--- src/rtl/mwr_pkg.sv ---
package mwr_pkg;
  typedef enum logic [1:0] {
    ST_HUNT,
    ST_SYNC,
    ST_DATA,
    ST_DONE
  } rx_state_e;
endpackage

--- src/rtl/mwr_line_in.sv ---
module mwr_line_in #(
  parameter int SYNC_STAGES = 2
) (
  input  logic clk_i,
  input  logic rst_ni,
  input  logic one_i,
  input  logic zero_i,
  input  logic uni_i,
  output logic lvl_o,
  output logic prev_o,
  output logic edge_o
);
  logic raw;
  logic [SYNC_STAGES:0] chain_q;

  // pair mode: one high / zero low; single-wire mode: pair parked, uni carries level
  assign raw = (one_i & ~zero_i) | uni_i;

  always_ff @(posedge clk_i or negedge rst_ni) begin
    if (!rst_ni) chain_q <= '0;
    else         chain_q <= {chain_q[SYNC_STAGES-1:0], raw};
  end

  assign lvl_o  = chain_q[SYNC_STAGES-1];
  assign prev_o = chain_q[SYNC_STAGES];
  assign edge_o = lvl_o ^ prev_o;
endmodule

--- src/rtl/mwr_phase.sv ---
module mwr_phase #(
  parameter int OVS      = 12,
  parameter int EDGE_TOL = 2,
  parameter int PH_W     = 4,
  parameter int RUN_W    = 5
) (
  input  logic             clk_i,
  input  logic             rst_ni,
  input  logic             edge_i,
  input  logic             align_i,
  input  logic             track_i,
  output logic [PH_W-1:0]  ph_o,
  output logic [RUN_W-1:0] run_o,
  output logic             shift_clk_o
);
  localparam int HALF = OVS / 2;
  localparam logic [PH_W-1:0]  PH_LAST = PH_W'(OVS - 1);
  localparam logic [PH_W-1:0]  PH_SET  = PH_W'(HALF + 1);
  localparam logic [PH_W-1:0]  PH_HALF = PH_W'(HALF);
  localparam logic [PH_W-1:0]  WIN_LO  = PH_W'(HALF - EDGE_TOL);
  localparam logic [PH_W-1:0]  WIN_HI  = PH_W'(HALF + EDGE_TOL);
  localparam logic [RUN_W-1:0] RUN_SAT = '1;

  logic [PH_W-1:0]  ph_q;
  logic [RUN_W-1:0] run_q;
  logic             in_win;

  assign in_win = (ph_q >= WIN_LO) && (ph_q <= WIN_HI);

  always_ff @(posedge clk_i or negedge rst_ni) begin
    if (!rst_ni) begin
      ph_q  <= '0;
      run_q <= RUN_SAT;
    end else begin
      // a mid-cell edge is taken as nominal HALF, so the next phase is HALF+1
      if (align_i || (track_i && edge_i && in_win)) ph_q <= PH_SET;
      else if (ph_q == PH_LAST)                      ph_q <= '0;
      else                                           ph_q <= ph_q + 1'b1;

      if (edge_i)                 run_q <= RUN_W'(1);
      else if (run_q != RUN_SAT)  run_q <= run_q + 1'b1;
    end
  end

  assign ph_o        = ph_q;
  assign run_o       = run_q;
  assign shift_clk_o = ph_q < PH_HALF;

  p_ph_bound_r2: assert property (@(posedge clk_i) disable iff (!rst_ni)
    ph_q <= PH_LAST);
endmodule

--- src/rtl/mwr_word_fsm.sv ---
module mwr_word_fsm
  import mwr_pkg::*;
#(
  parameter int OVS       = 12,
  parameter int DATA_BITS = 16,
  parameter int SYNC_TOL  = 3,
  parameter int PH_W      = 4,
  parameter int RUN_W     = 5
) (
  input  logic             clk_i,
  input  logic             rst_ni,
  input  logic             lvl_i,
  input  logic             prev_i,
  input  logic             edge_i,
  input  logic             word_rst_i,
  input  logic [PH_W-1:0]  ph_i,
  input  logic [RUN_W-1:0] run_i,
  output logic             align_o,
  output logic             track_o,
  output logic             sdo_o,
  output logic             take_o,
  output logic             cmd_sync_o,
  output logic             valid_o
);
  localparam int HALF     = OVS / 2;
  localparam int SYNC_LEN = OVS + HALF;
  localparam int CNT_W    = $clog2(DATA_BITS + 2);
  localparam logic [RUN_W-1:0] RUN_MIN  = RUN_W'(SYNC_LEN - SYNC_TOL);
  localparam logic [RUN_W-1:0] RUN_MAX  = RUN_W'(SYNC_LEN + SYNC_TOL);
  localparam logic [RUN_W-1:0] RUN_HALF = RUN_W'(HALF);
  localparam logic [PH_W-1:0]  PH_LAST  = PH_W'(OVS - 1);
  localparam logic [PH_W-1:0]  PH_A     = PH_W'(OVS / 4);
  localparam logic [PH_W-1:0]  PH_B     = PH_W'(HALF + OVS / 4);
  localparam logic [CNT_W-1:0] CNT_TAKE = CNT_W'(1);
  localparam logic [CNT_W-1:0] CNT_PAR  = CNT_W'(DATA_BITS);

  rx_state_e        state_q;
  logic [CNT_W-1:0] bcnt_q;
  logic             samp_q, pend_q, sdo_q, par_q, err_q;
  logic             take_q, cmd_q, valid_q;
  logic             rise, wrst;

  assign rise    = (ph_i == '0);
  assign wrst    = rise && word_rst_i;
  assign align_o = (state_q == ST_HUNT) && !wrst && edge_i &&
                   (run_i >= RUN_MIN) && (run_i <= RUN_MAX);
  assign track_o = (state_q == ST_DATA);

  always_ff @(posedge clk_i or negedge rst_ni) begin
    if (!rst_ni) begin
      state_q <= ST_HUNT;
      bcnt_q  <= '0;
      samp_q  <= 1'b0;
      pend_q  <= 1'b0;
      sdo_q   <= 1'b0;
      par_q   <= 1'b0;
      err_q   <= 1'b0;
      take_q  <= 1'b0;
      cmd_q   <= 1'b0;
      valid_q <= 1'b0;
    end else if (wrst) begin
      state_q <= ST_HUNT;
      take_q  <= 1'b0;
      valid_q <= 1'b0;
    end else begin
      unique case (state_q)
        ST_HUNT: if (align_o) begin
          state_q <= ST_SYNC;
          cmd_q   <= prev_i;  // level of the first sync half
          err_q   <= 1'b0;
          par_q   <= 1'b0;
          bcnt_q  <= '0;
        end
        ST_SYNC: begin
          if (edge_i)                                   state_q <= ST_HUNT;
          else if (ph_i == PH_LAST && run_i > RUN_HALF) state_q <= ST_DATA;
        end
        ST_DATA: begin
          if (ph_i == PH_A) samp_q <= lvl_i;
          if (ph_i == PH_B) begin
            if (lvl_i == samp_q) err_q <= 1'b1;
            par_q  <= par_q ^ samp_q;
            sdo_q  <= pend_q;   // two-cell delay so the window edges carry bits 0..15
            pend_q <= samp_q;
          end
          if (ph_i == PH_LAST) begin
            bcnt_q <= bcnt_q + 1'b1;
            if (bcnt_q == CNT_TAKE && !err_q) take_q <= 1'b1;
            if (bcnt_q == CNT_PAR) begin
              state_q <= ST_DONE;
              valid_q <= !err_q && par_q;
            end
          end
        end
        ST_DONE: if (ph_i == PH_LAST) begin
          state_q <= ST_HUNT;
          take_q  <= 1'b0;
          valid_q <= 1'b0;
        end
        default: state_q <= ST_HUNT;
      endcase
    end
  end

  assign sdo_o      = sdo_q;
  assign take_o     = take_q;
  assign cmd_sync_o = take_q & cmd_q;
  assign valid_o    = valid_q;

  p_valid_in_take_r9: assert property (@(posedge clk_i) disable iff (!rst_ni)
    valid_q |-> take_q);
  p_valid_on_rise_r9: assert property (@(posedge clk_i) disable iff (!rst_ni)
    $rose(valid_q) |-> (ph_i == '0));
  p_take_on_rise_r6: assert property (@(posedge clk_i) disable iff (!rst_ni)
    $rose(take_q) |-> (ph_i == '0));
  p_cmd_hold_r7: assert property (@(posedge clk_i) disable iff (!rst_ni)
    (take_q && $past(take_q)) |-> $stable(cmd_q));
  p_data_entry_r3: assert property (@(posedge clk_i) disable iff (!rst_ni)
    (state_q == ST_DATA && $past(state_q) == ST_SYNC) |-> (ph_i == '0));
  p_word_rst_r10: assert property (@(posedge clk_i) disable iff (!rst_ni)
    (rise && word_rst_i) |=> (!take_q && !valid_q));
endmodule

--- src/rtl/manchester_word_rx.sv ---
module manchester_word_rx #(
  parameter int OVS         = 12,
  parameter int DATA_BITS   = 16,
  parameter int SYNC_TOL    = 3,
  parameter int EDGE_TOL    = 2,
  parameter int SYNC_STAGES = 2
) (
  input  logic clk_i,
  input  logic rst_ni,
  input  logic one_i,
  input  logic zero_i,
  input  logic uni_i,
  input  logic word_rst_i,
  output logic sdo_o,
  output logic shift_clk_o,
  output logic take_o,
  output logic cmd_sync_o,
  output logic valid_o
);
  localparam int PH_W  = $clog2(OVS);
  localparam int RUN_W = $clog2(OVS + OVS / 2 + SYNC_TOL + 2);

  logic             lvl, prev, edge_det, align, track;
  logic [PH_W-1:0]  ph;
  logic [RUN_W-1:0] run;

  mwr_line_in #(.SYNC_STAGES(SYNC_STAGES)) u_line (
    .clk_i  (clk_i),
    .rst_ni (rst_ni),
    .one_i  (one_i),
    .zero_i (zero_i),
    .uni_i  (uni_i),
    .lvl_o  (lvl),
    .prev_o (prev),
    .edge_o (edge_det)
  );

  mwr_phase #(.OVS(OVS), .EDGE_TOL(EDGE_TOL), .PH_W(PH_W), .RUN_W(RUN_W)) u_phase (
    .clk_i       (clk_i),
    .rst_ni      (rst_ni),
    .edge_i      (edge_det),
    .align_i     (align),
    .track_i     (track),
    .ph_o        (ph),
    .run_o       (run),
    .shift_clk_o (shift_clk_o)
  );

  mwr_word_fsm #(.OVS(OVS), .DATA_BITS(DATA_BITS), .SYNC_TOL(SYNC_TOL),
                 .PH_W(PH_W), .RUN_W(RUN_W)) u_fsm (
    .clk_i      (clk_i),
    .rst_ni     (rst_ni),
    .lvl_i      (lvl),
    .prev_i     (prev),
    .edge_i     (edge_det),
    .word_rst_i (word_rst_i),
    .ph_i       (ph),
    .run_i      (run),
    .align_o    (align),
    .track_o    (track),
    .sdo_o      (sdo_o),
    .take_o     (take_o),
    .cmd_sync_o (cmd_sync_o),
    .valid_o    (valid_o)
  );
endmodule

--- config.mk ---
export PLATFORM = sky130hd
export DESIGN_NAME = manchester_word_rx
export DESIGN_NICKNAME = d
export VERILOG_FILES = /design/src/rtl/mwr_pkg.sv /design/src/rtl/mwr_line_in.sv /design/src/rtl/mwr_phase.sv /design/src/rtl/mwr_word_fsm.sv /design/src/rtl/manchester_word_rx.sv
export SDC_FILE = /design/constraint.sdc
export NUM_CORES = 1
export LEC_CHECK = 0
export CAP_MARGIN = 20
export CORE_ASPECT_RATIO = 1.25
export CORE_MARGIN = 5
export CORE_UTILIZATION = 48
export CTS_BUF_LIST = sky130_fd_sc_hd__clkbuf_8
export DETAILED_ROUTE_END_ITERATION = 12
export DONT_BUFFER_PORTS = 1
export SLEW_MARGIN = 20
export SYNTH_ARGS = -nofsm -noshare
export SYNTH_HDL_FRONTEND = slang
export SYNTH_HIERARCHICAL = 1
export SYNTH_SLANG_ARGS = --single-unit
export TNS_END_PERCENT = 50
--- constraint.sdc ---
create_clock -name clk_i -period 2.3 [get_ports clk_i]
set_clock_uncertainty 0.15 [all_clocks]
set_input_delay 0.345 -clock clk_i [delete_from_list [all_inputs] [get_ports clk_i]]
set_output_delay 0.345 -clock clk_i [all_outputs]
set_load 0.03 [all_outputs]
==> results.md, run 1 <==
* Outcome: complete, no violations
* Setup Buffers After CTS at 0
* H-tree Lvls at 1
* VDD IR max at 0.703 mV
* Worst hold path class: input port to flip-flop
* Synth warn at 6
* Distinct cells, synth at 49
* Filler cells at roughly 290
* Worst skew pair latency at 0.27 ns
* Clock root cell: clkbuf_8
* First-pass GRT wire length at 5190 um
* Pwr Density at 1030 nW/um^2
* Rel. slew slack at between 50% and 60%
* Fin. max-slew vios at 0
* Final #Nets at 170
* Die area at 4480 sq um
* Vias in the first global route at around 1.2k
* Post-route cell area at 1710 sq um
* Cells after Synth at between 100 and 150
* CTS tree: yes
* I/O pin count at 11
* Max_cap viols at 0
* # DRC at 0
* Final setup violation count at 0
* WHS at 0.00881 ns
* Core area at between 3000 and 4000 sq um
* Share of cells above drive strength 1 at 17.9%
* Crit path arrival time at 2.13 ns
* Synth top area cells: dfrtp_1, dfstp_2, ha_1
* Row count at 23
* Post-DP Area at 1620 sq um
* Antenna Violating Nets Remaining at 0
* Syn Nets at 161
* RSZ-0062 raised after global routing: false
* Fmax at between 0.4 and 0.5 GHz
* Iteration-0 DRC Markers at 25
* Mapped Area at between 1500 and 2000 sq um
* Routed WL per cell at 16.2 um
* Via density at ~5.9
* Clock Pin Slew Worst Setup and Hold Paths at 0.09 ns
* Pre-CTS WS at 0.146 ns
* Inserted Clock Buffers at 3
* Placer Congestion at around 0.81
* CP endpoint kind: flip-flop
* TritonRoute pass-1 iters at 4
* Area occupied by registers at 682 sq um
* Initial Util at 49.1%
* Antenna cells at 0
* Final hold violations at 0
* CP Class: flip-flop to flip-flop
* Initial antenna violation count at 0
* GRT Util Overall at about 15%
* IO buf count at 0
* Layout area overhead at 9.74%
* Post-DP HPWL at between 2000 and 2500 um
* Register area share after synthesis at 43.9%
* Startpoint types: flip-flop
* Final period util at 92.8%
* DR vias at 1143
* Yosys top cell by area: dfrtp_1
* CTS sink cnt at 27
* LEAKAGE at 0.737 nW
* Area occupied by multi-input gates at around 810 sq um
* Avg Cell Area, Syn at 10.5 sq um
* Largest net degree at the start of global routing at 28
* Clock buffer depth at 2
* Setup WS post-layout at 0.166 ns
* Final Critical Period at approximately 2.1 ns
* Commonest non-fill, non-tap cells in the layout: dfrtp_1, nand2_1, inv_1
* Grt ovf at 0
* Least-Margin Pin Slew at 0.638 ns
* Chip height at 73.6 um
* Required time worst endpoint at roughly 2.3 ns
* Critical path peak fanout at 10
* Most common library cell in the layout ignoring fill and taps: dfrtp_1
* Area share of the largest cell type after synthesis at 35.4%
* Yosys reg bits at 27
* DRT Wirelength at 3130 um
* Die span in x at roughly 61 um
* Setup tns final at 0 ns
-- metrics by stage --
step                cells  total power [mW]  utilization [%]
floorplan             148              1.29                -
global placement      187              1.45             51.3
detailed placement    187              1.49             51.3
CTS                   193              1.77             53.6
global route          193              1.88             53.9
finish                193              1.76             53.9
-- cell type report --
type,instances,share of cell area [%]
repair buffers,10,5.28
clock buffers,3,2.42
clock inverters,1,0.220
multi-input cells,106,47.4
well taps,37,2.71
flip-flops and latches,27,40.0
inverters,9,1.98
-- state kept, by name, indices dropped and copies added (netlist names) --
name            flops
u_fsm/bcnt_q        5
u_fsm/cmd_q         1
u_fsm/err_q         1
u_fsm/par_q         1
u_fsm/pend_q        1
u_fsm/samp_q        1
u_fsm/sdo_o         1
u_fsm/state_q       2
u_fsm/take_o        1
u_fsm/valid_o       1
u_line/chain_q      3
u_phase/ph_o        4
u_phase/run_o       5
-- cells in the mapped netlist (all sizes together) --
cell	count
nand3	3
or4b	1
nor2b	2
a21o	2
and2	1
a221o	1
a32oi	1
clkbuf	1
a211oi	5
or4	1
a31o	1
nor2	9
a22oi	1
ha	7
o211ai	2
a311oi	1
o31ai	1
a41oi	1
dfrtp	22
nor4b	1
dfstp	5
or2	1
o21bai	4
xor2	4
o21ai	10
buf	5
and3	2
xnor2	1
nor4bb	5
mux2	2
a21oi	6
o31a	1
and4b	3
nand4b	2
inv	9
mux2i	8
nand2b	2
nor3b	1
nor4	1
nand2	11
o21a	1
-- where the power goes --
group | leakage (nW) | total (mW) | internal (mW) | switching [mW]
Combinational | 0.385 | 0.657 | 0.303 | 0.354
Clock | 0.0269 | 0.267 | 0.120 | 0.147
Sequential | 0.325 | 0.834 | 0.628 | 0.206
Total | 0.737 | 1.76 | 1.05 | 0.707
-- routing by layer --
metal | vias to the layer above | global-route usage [%] | part of all wire, %
met5 | - | 0 | 0
li1 | 554 | - | -
met1 | 550 | 18.9 | 43
met3 | 10 | 2.64 | 4.1
met2 | 29 | 25.7 | 49
met4 | 0 | 7.23 | 3.1
-- what timing repair did --
action,CTS,global route
resized for setup,0,1
hold endpoints to repair,27,0
endpoints found under the setup margin,0,5
hold buffers,2,0
-- worst max-delay path, cell delays in order, from the launching register on --
cell,delay (ns)
dfrtp_1,0.45
xor2_2,0.20
nor4bb_1,0.16
a22oi_2,0.48
nor2_2,0.12
a211oi_2,0.32
o21ai_1,0.12
-- cells by family (layout without fill, tap and decap cells) --
family,count (synthesis),after routing,share of synthesized area [%]
AOI/OAI and AO/OA,38,38,18.0
xor gates and xnor gates,5,5,2.82
adders and majority gates,7,7,5.64
buffers and inverters,15,23,4.59
DFF,27,27,43.9
muxes,10,10,6.84
and+or+nand+nor,46,46,18.3
-- path summary, 6_finish.rpt --
path                                   start                end  slack, ns  cells past startpoint
max in group asynchronous             rst_ni   u_phase/run_o[4]       1.42                      2
max reg2reg                u_line/chain_q[1]    u_phase/ph_o[0]       0.17                      6
max                        u_line/chain_q[1]    u_phase/ph_o[0]       0.17                      6
min in group asynchronous             rst_ni    u_fsm/bcnt_q[4]       0.35                      2
min                                    uni_i  u_line/chain_q[0]      0.009                      1
min reg2reg                u_line/chain_q[0]  u_line/chain_q[1]       0.21                      0
Power figures use the tool's default switching activity.
==> run 2, diff against run 1 <==
Settings changed: CELL_PAD_IN_SITES_DETAIL_PLACEMENT set to 1, CELL_PAD_IN_SITES_GLOBAL_PLACEMENT set to 1, CTS_CLUSTER_DIAMETER set to 120, PLACE_DENSITY_LB_ADDON set to 0.1.
==> run 2 against run 1 <==
  * Non-clock buffer count grew 2
  * Core utilization grew 0.67 points
  * Global-route usage grew 2.2 points
  * Critical endpoint is now u_phase/ph_o[3]
  * Critical path type unchanged
==> results.md, run 2 (synthesized netlist as in run 1, its figures left out) <==
* Die span in x at 60.9 um
* VDD IR max at 0.614 mV
* Post-DP HPWL at 2620 um
* Core area at roughly 3200 sq um
* Initial Util at 49.1%
* GRT Util Overall at 17.6%
* R2R setup slack at about 0.14 ns
* Largest net degree at the start of global routing at 28
* Final setup violation count at 0
* Comb pwr share at roughly two fifths
* Final #Nets at 172
* Antenna Violating Nets Remaining at 0
* Via density at 6.00
* Power share of the clock group at between 10% and 20%
* CTS sink cnt at 27
* Pint at 1.06 mW
* Worst skew pair latency at between 0.2 and 0.3 ns
* Clock root cell: clkbuf_8
* Pwr Density at 1040 nW/um^2
* Sequential share of power at 45.9%
* Pre-CTS WS at 0.128 ns
* Placer Congestion at 0.773
* Least-Margin Pin Slew at 0.648 ns
* First-pass GRT wire length at 6010 um
* IO buf count at 0
* Max_cap viols at 0
* Filler cells at 359
* Antenna cells at 0
* Routed WL per cell at around 18 um
* Fin. max-slew vios at 0
* Layout area overhead at 11.1%
* R2R Path Start: u_line/chain_q[1]
* Sw frac at 40.9%
* CP endpoint kind: flip-flop
* Die area at 4480 sq um
* Startpoint types: flip-flop
* Setup tns final at 0 ns
* Fmax at about 0.46 GHz
* Critical path peak fanout at 14
* Reg-to-Reg End: u_phase/ph_o[3]
* Clock Pin Slew Worst Setup and Hold Paths at 0.10 ns
* Rel. slew slack at 56.9%
* Setup WS post-layout at 0.140 ns
* Final period util at 93.9%
* WHS Endpoint: u_line/chain_q[0]
* Clock buffer depth at 2
* H-tree Lvls at 1
* # DRC at 0
* Required time worst endpoint at 2.36 ns
* Final Critical Period at 2.16 ns
* Inserted Clock Buffers at 3
* Crit path arrival time at 2.22 ns
* Outcome: complete, no violations
* TritonRoute pass-1 iters at 4
* Final hold violations at 0
* Commonest non-fill, non-tap cells in the layout: dfrtp_1, nand2_1, buf_4, inv_1
* Iteration-0 DRC Markers at 55
* Initial antenna violation count at 0
* R2R cell count at 6
* RSZ-0062 raised after global routing: true
* Grt ovf at 0
* Vias in the first global route at 1336
* Share of cells above drive strength 1 at 20.3%
* HP Start: uni_i
* I/O pin count at 11
* DRT Wirelength at roughly 3500 um
* CP Class: flip-flop to flip-flop
* CTS tree: yes
* Switching pwr at 733 uW
* DR vias at 1170
* LEAKAGE at about 0.75 nW
* Worst Hold Depth at 1
* Worst hold path class: input port to flip-flop
* Setup Buffers After CTS at 0
* WHS at 0.0132 ns
* Chip height at 73.6 um
* Most common library cell in the layout ignoring fill and taps: dfrtp_1
* Row count at 23
==> run 2: changes by cell type in the layout (fill, tap and decap cells not counted), sizes merged <==
| cell | previous run | this run |
|---|---|---|
| buf | 9 | 11 |
| clkinv | 0 | 1 |
| inv | 10 | 9 |
==> run 2: metrics by stage <==
step                power (mW)  instances  area (sq um)  util [%]
detailed placement        1.52        189          1640      51.7
global route              1.94        195          1730      54.5
CTS                       1.81        195          1710      54.2
finish                    1.79        195          1730      54.5
floorplan                 1.29        148          1550         -
global placement          1.46        189          1640      51.7
==> run 2: area by class of cell <==
class                      instances  area, sq um  area share, %
sequential                        27          682           39.5
multi-input combinational        106          813           47.1
tap                               37         46.3           2.68
timing repair buffer              12          105           6.09
inverter                           9         33.8           1.96
clock buffer                       3         41.3           2.39
clock inverter                     1         5.00          0.290
==> run 2: repair_timing <==
item	CTS	global route
hold buffers	2	0
setup endpoints to repair	0	2
gates resized for setup	0	2
endpoints found under the hold margin	27	0
==> run 2: routing by layer <==
| metal | share of wire (%) | wire length, um | global-route usage, % | up-vias |
|---|---|---|---|---|
| met4 | 1.2 | 42 | 4.34 | 0 |
| met1 | 43 | 1470 | 21.1 | 590 |
| met5 | 0 | 0 | 0 | - |
| met3 | 2.5 | 87 | 2.11 | 4 |
| met2 | 54 | 1860 | 32.6 | 15 |
| li1 | - | - | - | 561 |
==> run 2: power by group through the flow <==
stage	Clock [mW]	Sequential, mW	Combinational, mW
floorplan	0	0.807	0.487
global placement	0	0.819	0.639
detailed placement	0	0.833	0.684
CTS	0.282	0.823	0.703
global route	0.305	0.852	0.778
finish	0.272	0.822	0.698
==> run 2: how the worst max path moves through the flow <==
stage / to / cells past startpoint / startpoint
floorplan: u_fsm/bcnt_q[1] / 6 / u_line/chain_q[1]
global placement: u_phase/ph_o[3] / 6 / u_line/chain_q[1]
detailed placement: u_fsm/bcnt_q[1] / 6 / u_line/chain_q[1]
CTS: u_fsm/bcnt_q[1] / 6 / u_line/chain_q[1]
global route: u_fsm/bcnt_q[1] / 6 / u_line/chain_q[1]
finish: u_phase/ph_o[3] / 6 / u_line/chain_q[1]
==> run 2: critical path, cell delays in order (launching register included) <==
cell,delay [ns]
dfrtp_1,0.44
xor2_1,0.19
nor4bb_2,0.19
a22oi_2,0.53
nor2_2,0.13
a211oi_2,0.28
o31a_1,0.19
==> run 3, diff against run 2 <==
Settings changed: CORE_ASPECT_RATIO 1.25 to not set, CTS_CLUSTER_SIZE set to 20, SYNTH_HIERARCHICAL 1 to not set.
==> run 3 against run 2 <==
  * Flip-flop and latch count stayed put
  * Worst hold slack better by 0.0058 ns
  * Largest cell class unchanged
  * Design area is 4.9% higher
  * Sequential power is 1% lower
==> results.md, run 3 <==
* TritonRoute pass-1 iters at 5
* Synth warn at 0
* Share of cells above drive strength 1 at 17.5%
* R2R cell count at 8
* RSZ-0062 raised after global routing: true
* Placer Congestion at 0.797
* Core area at 3310 sq um
* Area share of the largest cell type after synthesis at 33.9%
* Post-DP HPWL at 2740 um
* Chip height at 68.2 um
* Non-filler cells, final at 229
* Die area at around 4600 sq um
* XOR/XNOR share of the synthesized area at 2.70%
* I/O pin count at 11
* CP Class: flip-flop to flip-flop
* Initial antenna violation count at 0
* VDD IR max at 0.351 mV
* First-pass GRT wire length at 6180 um
* Final hold violations at 0
* Crit path arrival time at 2.19 ns
* Most common library cell in the layout ignoring fill and taps: dfrtp_1
* Setup WS post-layout at 0.146 ns
* CTS tree: yes
* Simple-Gate Fraction of Synth Area at roughly a fifth
* Syn Nets at 189
* Worst path bufs/invs at 0
* Required time worst endpoint at 2.33 ns
* Critical Path Most Common Cell: ha_1
* CP Cell Sequence: ha_1 > and3_1 > ha_1 > nor2_1 > a211o_1 > a21oi_2 > nand2_1 > mux2_4
* Post-synthesis mux area share at 5.01%
* Max_cap viols at 0
* Layout area overhead at 11.6%
* Antenna cells at 0
* Worst Hold Depth at 1
* Final setup violation count at 0
* Cells after Synth at 172
* Final period util at 93.6%
* Synth Area in Compound Gates at approximately 16%
* Ys async rst share at 100%
* Least-Margin Pin Slew at 0.639 ns
* Inserted Clock Buffers at 3
* Startpoint types: flip-flop
* Largest net degree at the start of global routing at 28
* Avg Cell Area, Syn at 9.44 sq um
* Outcome: complete, no violations
* Slowest CP cell: dfstp_2
* Commonest cells post-synth: dfrtp_1, nor2_1, a21oi_1, inv_1, ha_1
* R2R Path Start: u_phase.run_o[0]
* Vias in the first global route at between 1k and 1.5k
* Synth Flop Type: dfrtp_1
* Yosys top cell by area: dfrtp_1
* Distinct cells, synth at between 40 and 50
* Cells after DPL at 220
* Mapped Area at 1620 sq um
* DRT Wirelength at 3730 um
* Final #Nets at 201
* Count leader, synth: dfrtp_1
* Pwr Density at 1020 nW/um^2
* Via density at about 5.5
* Pre-CTS WS at approximately 0.14 ns
* IO buf count at 0
* Grt ovf at 0
* Largest family of logic cells by synthesized area: simple AND/OR/NAND/NOR gates
* Routed WL per cell at 16.3 um
* # DRC at 0
* Clock root cell: clkbuf_8
* Critical Path Max Stage Delay at roughly 0.54 ns
* Fin. max-slew vios at 0
* Crit path from: u_phase.run_o[0]
* Yosys reg bits at 27
* Top cell family by delay on the critical path: flip-flops
* H-tree Lvls at 1
* Register area share after synthesis at around two fifths
* Total power at 1.85 mW
* Iteration-0 DRC Markers at 51
* Post-DP Area at between 1500 and 2000 sq um
* Synth top area cells: dfrtp_1, ha_1, dfstp_2
* HP Start: one_i
* Clock buffer depth at 2
* Critical path peak fanout at 3
* Clock Pin Slew Worst Setup and Hold Paths at 0.11 ns
* Die span in x at 68.2 um
* Final Critical Period at 2.15 ns
* GRT Util Overall at 18.3%
* Commonest non-fill, non-tap cells in the layout: dfrtp_1, nor2_1, inv_1, a21oi_1, ha_1
* CP endpoint kind: flip-flop
* Filler cells at a little under 400
* Rel. slew slack at 57.5%
* Antenna Violating Nets Remaining at 0
* CTS sink cnt at 27
* Initial Util at between 40% and 50%
* Row count at 21
* Worst hold path class: input port to flip-flop
* Worst skew pair latency at between 0.2 and 0.3 ns
* Area occupied by multi-input gates at 863 sq um
* DR vias at around 1.3k
* Post-synthesis adder-cell area fraction at under 10%
* LEAKAGE at approximately 0.8 nW
* Fmax at 0.464 GHz
* Number of synthesized flops with an enable pin at 0
* Area occupied by registers at 682 sq um
* Post-route cell area at 1810 sq um
* Crit. path cell count at 8
run 3: cell count changes after synthesis, moves of 5 or more:
cell     previous run  this run
o21ai_1             6         0
nor3_1              0         6
o21ai_0             3         9
nor2_1              8        15
a21oi_1             5        14
inv_1               9        14
mux2i_1             8         1
run 3: final timing paths:
| check | end | slack, ns |
|---|---|---|
| worst max register to register | u_fsm.cmd_q | 0.15 |
| min in group asynchronous | u_fsm.valid_o | 0.34 |
| worst max-delay path | u_fsm.cmd_q | 0.15 |
| max in group asynchronous | u_phase.run_o[1] | 1.42 |
| worst min-delay path | u_line.chain_q[0] | 0.02 |
| worst min register to register | u_line.chain_q[1] | 0.21 |
run 3: logic make-up (layout without fill, tap and decap cells):
family,Yosys count,count (layout)
adder cells (fa/ha/maj),11,11
multiplexers,7,7
XOR/XNOR,5,5
buffers and inverters,19,30
AO/OA/AOI/OAI,41,41
flip-flops,27,27
AND/OR/NAND/NOR,62,62
run 3: cell type report:
cell class	instances	share of cell area (%)
multi-input cells	126	47.7
flip-flops and latches	27	37.6
repair buffers	12	5.94
well taps	46	3.18
inverters	14	2.90
clock buffers	3	2.28
clock inverters	1	0.414
run 3: per-layer routing:
metal,vias up,routed length (um),track usage [%]
met5,-,0,0
met4,0,44,5.46
met1,621,1730,24.3
met3,4,144,5.09
li1,619,-,-
met2,18,1810,29.0
run 3: where the power goes:
part / switching, mW / internal (mW)
clock network: 0.166 / 0.124
logic: 0.406 / 0.339
registers: 0.187 / 0.625
total: 0.759 / 1.09
run 3: what timing repair did:
| item | CTS | global route |
|---|---|---|
| endpoints found under the hold margin | 28 | 0 |
| setup buffers | 0 | 2 |
| gates resized for setup | 0 | 2 |
| endpoints found under the setup margin | 0 | 3 |
| hold buffers | 3 | 0 |
run 3: through the flow:
step | setup TNS (ns) | hold WS [ns] | utilization, %
final | 0 | 0.0190 | 54.7
after global routing | -0.00486 | 0.0192 | 54.7
after CTS | 0 | 0.0165 | 54.2
after detailed placement | 0 | -0.0999 | 51.5
after global placement | 0 | -0.0998 | 51.5
after floorplan | 0 | -0.101 | -
